===== src/rtl/mbx_pkg.sv =====
package mbx_pkg;

    typedef enum logic {
        SIDE_L = 1'b0,
        SIDE_R = 1'b1
    } side_e;

    localparam int NUM_SIDES = 2;

    // Decoded, active-high view of one side's strobes
    typedef struct packed {
        logic sel;
        logic wr;
        logic oe;
    } bus_ctl_t;

    // Per-side mailbox events
    typedef struct packed {
        logic post;   // wrote the peer's mailbox
        logic take;   // read own mailbox
    } mbx_hit_t;

    function automatic bus_ctl_t to_ctl(input logic sel_n, input logic wr_n, input logic oe_n);
        bus_ctl_t c;
        c.sel = ~sel_n;
        c.wr  = ~wr_n;
        c.oe  = ~oe_n;
        return c;
    endfunction

    function automatic side_e peer_of(input side_e s);
        return (s == SIDE_L) ? SIDE_R : SIDE_L;
    endfunction

endpackage


===== src/rtl/mbx_port_decode.sv =====
module mbx_port_decode
    import mbx_pkg::*;
#(
    parameter int ADDR_W = 11,
    parameter logic [ADDR_W-1:0] TX_ADDR = '1,
    parameter logic [ADDR_W-1:0] RX_ADDR = '0
) (
    input  bus_ctl_t          ctl,
    input  logic [ADDR_W-1:0] addr,
    output mbx_hit_t          hit
);
    logic is_write;
    logic is_read;

    always_comb begin
        is_write = ctl.sel & ctl.wr;
        is_read  = ctl.sel & ~ctl.wr & ctl.oe;
        hit.post = is_write & (addr == TX_ADDR);
        hit.take = is_read  & (addr == RX_ADDR);
    end
endmodule


===== src/rtl/mbx_flag.sv =====
module mbx_flag (
    input  logic clk,
    input  logic rst,
    input  logic raise,
    input  logic lower,
    output logic flag_n
);
    logic pending;

    always_ff @(posedge clk) begin
        if (rst)
            pending <= 1'b0;
        else if (raise)
            pending <= 1'b1;      // raise has priority over lower
        else if (lower)
            pending <= 1'b0;
    end

    assign flag_n = ~pending;
endmodule


===== src/rtl/mbx_irq_logic.sv =====
module mbx_irq_logic
    import mbx_pkg::*;
#(
    parameter int ADDR_W = 11
) (
    input  logic              clk,
    input  logic              rst,
    input  logic              l_sel_n,
    input  logic              l_wr_n,
    input  logic              l_oe_n,
    input  logic [ADDR_W-1:0] l_addr,
    input  logic              r_sel_n,
    input  logic              r_wr_n,
    input  logic              r_oe_n,
    input  logic [ADDR_W-1:0] r_addr,
    output logic              l_irq_n,
    output logic              r_irq_n
);
    // Topmost word: right side's inbox; word below: left side's inbox
    localparam logic [ADDR_W-1:0] BOX_R = '1;
    localparam logic [ADDR_W-1:0] BOX_L = BOX_R - 1'b1;

    bus_ctl_t          ctl   [NUM_SIDES];
    logic [ADDR_W-1:0] addr  [NUM_SIDES];
    mbx_hit_t          hit   [NUM_SIDES];
    logic              irq_n [NUM_SIDES];

    assign ctl[SIDE_L]  = to_ctl(l_sel_n, l_wr_n, l_oe_n);
    assign ctl[SIDE_R]  = to_ctl(r_sel_n, r_wr_n, r_oe_n);
    assign addr[SIDE_L] = l_addr;
    assign addr[SIDE_R] = r_addr;

    for (genvar s = 0; s < NUM_SIDES; s++) begin : g_side
        localparam logic [ADDR_W-1:0] OWN_BOX  = (s == int'(SIDE_L)) ? BOX_L : BOX_R;
        localparam logic [ADDR_W-1:0] PEER_BOX = (s == int'(SIDE_L)) ? BOX_R : BOX_L;

        mbx_port_decode #(
            .ADDR_W  (ADDR_W),
            .TX_ADDR (PEER_BOX),
            .RX_ADDR (OWN_BOX)
        ) u_dec (
            .ctl  (ctl[s]),
            .addr (addr[s]),
            .hit  (hit[s])
        );

        // This side's flag: raised by the peer's post, lowered by own take
        mbx_flag u_flag (
            .clk    (clk),
            .rst    (rst),
            .raise  (hit[1-s].post),
            .lower  (hit[s].take),
            .flag_n (irq_n[s])
        );
    end

    assign l_irq_n = irq_n[SIDE_L];
    assign r_irq_n = irq_n[SIDE_R];
endmodule


===== config.mk =====
export PLATFORM = sky130hd
export DESIGN_NAME = mbx_irq_logic
export DESIGN_NICKNAME = d
export VERILOG_FILES = /design/src/rtl/mbx_pkg.sv /design/src/rtl/mbx_port_decode.sv /design/src/rtl/mbx_flag.sv /design/src/rtl/mbx_irq_logic.sv
export SDC_FILE = /design/constraint.sdc
export NUM_CORES = 1
export LEC_CHECK = 0
export BUFFER_PORTS_ARGS = -buffer_cell sky130_fd_sc_hd__buf_2
export CORE_AREA = 3 3 40 42
export CTS_BUF_LIST = sky130_fd_sc_hd__clkbuf_8
export DETAILED_ROUTE_END_ITERATION = 7
export DIE_AREA = 0 0 43 45
export GPL_TIMING_DRIVEN = 1
export PLACE_DENSITY = 0.47
export SKIP_LAST_GASP = 1
export SLEW_MARGIN = 10
export SYNTH_ARGS = -nofsm -noshare
export SYNTH_HDL_FRONTEND = slang
export SYNTH_SLANG_ARGS = --single-unit

===== constraint.sdc =====
create_clock -name clk -period 1 [get_ports clk]
set_input_delay 0 -clock clk [delete_from_list [all_inputs] [get_ports clk]]
set_output_delay 0 -clock clk [all_outputs]
set_load 0.03 [all_outputs]

* After elaboration in Yosys (flattened, before gate mapping)
Index checks and enable logic that the tools add are counted.
Operators by class: mux-type cells 4, bitwise gates (word level) 18, equal/unequal tests 4, reductions and logical operators 2
Operators by type and width (number):
- 11-bit == test (second input constant) | 4
- 1-bit bitwise AND | 10
- 1-bit NOT | 8
- 1-bit 2-to-1 mux | 4
- 2-bit nonzero test | 2
Storage, ports and cells: output and inout port bits 2, logic and storage cells 30, flip-flop bits (word level) 2

* Depth between registers and ports, before layout
word-level depth 6, depth in mapped cells 3, depth with buffers taken out 3

* Modules after synthesis
Synthesis repeated with hierarchy kept, for this count alone.
Second synthesis, totals: cell total of the unflattened synthesis 30, area, all modules 200.2 sq um
By module, submodules not included:
- mbx_flag | instances 2, area an instance 42.5 sq um, cells each 5, sequential area each 20.0 sq um
- mbx_port_decode (g_side[0].u_dec) | instances 1, area an instance 48.8 sq um, cells each 7, sequential area each 0.0 sq um
- mbx_port_decode (g_side[1].u_dec) | instances 1, area an instance 43.8 sq um, cells each 7, sequential area each 0.0 sq um
- mbx_irq_logic | instances 1, area an instance 22.5 sq um, cells each 6, sequential area each 0.0 sq um

* Least setup slack after synthesis
OpenSTA, ideal clock, no wires.
path type input to register, start point input port l_oe_n, end point register g_side[0].u_flag.pending, setup slack 209 ps, path buffers 0, arrival time 659 ps, stages 3, cells stage by stage or3b_1 > nor4_2 > o32ai_1
On the way: longest elaborated chain between the ends 4
Ends and longest elaborated chain:
- start: declaration | RTL line mbx_irq_logic.sv:10 | input logic l_oe_n,
- 1-bit NOT | RTL line mbx_pkg.sv:27 | c.oe = ~oe_n;
- 1-bit bitwise AND | RTL line mbx_port_decode.sv:17 | is_read = ctl.sel & ~ctl.wr & ctl.oe;
- 1-bit bitwise AND | RTL line mbx_port_decode.sv:19 | hit.take = is_read & (addr == RX_ADDR);
- 2-bit nonzero test (no source line)
- end signal: assignment | RTL line mbx_flag.sv:12 | pending <= 1'b0;
- end signal: assignment | RTL line mbx_flag.sv:14 | pending <= 1'b1;
- end signal: assignment | RTL line mbx_flag.sv:16 | pending <= 1'b0;
- end: declaration | RTL line mbx_flag.sv:8 | logic pending;
No other way between the ends. A chain may end at the register's enable or synchronous reset.

* Worst setup path after layout
start point register g_side[0].u_flag.pending, end point output port l_irq_n
On the way: longest elaborated chain between the ends 1
Ends and longest elaborated chain:
- 1-bit NOT | RTL line mbx_flag.sv:19 | assign flag_n = ~pending;
- end: declaration | RTL line mbx_irq_logic.sv:16 | output logic l_irq_n,
No other way between the ends.

==> qor.yml <==
grt_antenna_before_repair: 0
antenna_cells: 0
cp_data_arrival_time_ns: 0.75
fillers: 151
wl_um: 737
drive_above_1_share_pct: 65.5
status: "complete, no violations"
cts_hold_buf: 0
syn2layout_area_growth_pct: 119
num_vias: 317
grt_first_pass_wirelength_um: 1230
fin_skew_ns: 0
setup_viol: 0
finalPower_mw: 0.470
crit_type: "reg -> out"
layout_commonest_cell: "buf_2"
min_path_type: "in -> reg"
rsz0062_at_grt: "no"
clk_latency_ns: 0.21
io_buffer_count: 31
syn_area_per_cell_um2: 8.64
ys_types: 14
postCtsSetupBuffers: 0
die_w_um: 43
cap_viol_max_count: 0
core_um2: 1280
p_per_area_nw_per_um2: 1190
ios: 32
start_util_pct: 14.1
cts_made_buffers: 3
reg.largest.list: "g_side.u_flag.pending x2"
cp_max_fo: 2
syn_nets: 51
drc_errors: 0
die_y_um: 45
root_buffer: "clkbuf_8"
yosys_register_bits: 2
drt.antenna.violating_nets: 0
drt_iter0_markers: 0
clock-sinks: 2
relSlewSlack_pct: 80.0
routedWlPerCell_um: 10.5
largest_reg_flops: 2
viasPerCell: 4.53
max_freq_ghz: 1.34
drt_pre_antenna_iters: 1
grt_usage_pct: 9.06
grt_pass1_vias: 332
required_ns: 1.00
finalCriticalPeriod_ns: 0.748
end_kind: "output pin"
netlist_area_um2: 181
final_net_count: 87
final_cell_mix: "buf_2, or3_1, clkbuf_8"
holdWs_ns: 0.0517
clockBufferDepth: 2
yosysSeqAreaShare_pct: 22.1
cts_tree: "done"
grt_overflow: 0
synthCells: 21
start_kind: "register"
top_register: "g_side.u_flag.pending"
utilization_pct: 30.9
path_clk_slew_ns: 0.03
yosys_warnings: 0
slew_violations: 0
tightest_slew_ns: 0.297
place_congestion: 0.677
num_rows: 13
leakagePower_nw: 0.187
cts_resized: 0
timing.setup.tns_ns: 0
ir_drop_mv: 0.409
grt_max_degree: 5
post-route-period-util_pct: 74.8
hold_viol_final: 0
die-area_um2: 1940
htree_levels: 1
## critical path: stages, from the launching register on
cell     delay [ns]
dfxtp_1        0.28
inv_1          0.06
buf_2          0.20
## per-stage QoR
| step | setup WS [ns] | instances | cell area, um2 |
|---|---|---|---|
| after floorplan | 0.209 | 21 | 181 |
| after global placement | 0.104 | 67 | 355 |
| after detailed placement | 0.0638 | 67 | 355 |
| after CTS | 0.236 | 70 | 397 |
| after global routing | 0.195 | 70 | 397 |
| final | 0.252 | 70 | 397 |
## power by group
part           internal [mW]  leakage [nW]  total [mW]  switching, mW
Combinational         0.0495         0.149      0.0773         0.0278
Clock                  0.254        0.0216       0.312         0.0584
Sequential            0.0805        0.0161      0.0805     0.00000322
Total                  0.384         0.187       0.470         0.0862
## routing by layer
layer / global-route usage (%) / wire [um] / vias to the layer above
met3: 4.38 / 166 / 2
li1: - / - / 154
met5: 0 / 0 / -
met1: 8.87 / 283 / 129
met2: 13.8 / 281 / 32
met4: 9.04 / 5 / 0
## cell usage after synthesis
master | n | share of area, %
nand4b_1 | 1 | 4.8
nand2_1 | 1 | 2.1
o32ai_1 | 2 | 9.7
nand4_1 | 2 | 6.9
nand3_1 | 2 | 5.5
nand4b_4 | 1 | 13
nor4_2 | 1 | 6.9
nand3b_1 | 1 | 4.1
dfxtp_1 | 2 | 22
nor2_1 | 1 | 2.1
or3b_1 | 1 | 4.8
or3_1 | 3 | 10
inv_1 | 2 | 4.1
nor4_1 | 1 | 3.5
## cell families after synthesis
logic type	share of synthesized area, %
AOI/OAI and AO/OA	9.66
and+or+nand+nor	64.1
DFF	22.1
buffers and inverters	4.14
## final cells by class
cell class / count / area [um2] / share of cell area (%)
Tap cell: 15 / 18.8 / 4.73
Inverter: 2 / 7.51 / 1.89
Multi-Input combinational cell: 17 / 134 / 33.8
Timing Repair Buffer: 31 / 155 / 39.1
Clock buffer: 3 / 41.3 / 10.4
Sequential cell: 2 / 40.0 / 10.1
## path summary, 6_finish.rpt
kind                                 start                       end  slack, ns  cells after the start
setup / recovery  g_side[0].u_flag.pending                   l_irq_n       0.25                      2
hold / removal                         rst  g_side[1].u_flag.pending       0.05                      2
setup reg to reg  g_side[0].u_flag.pending  g_side[0].u_flag.pending       0.31                      2
hold reg to reg   g_side[1].u_flag.pending  g_side[1].u_flag.pending       0.47                      2
Note: power is estimated with default switching activity, not from simulation.
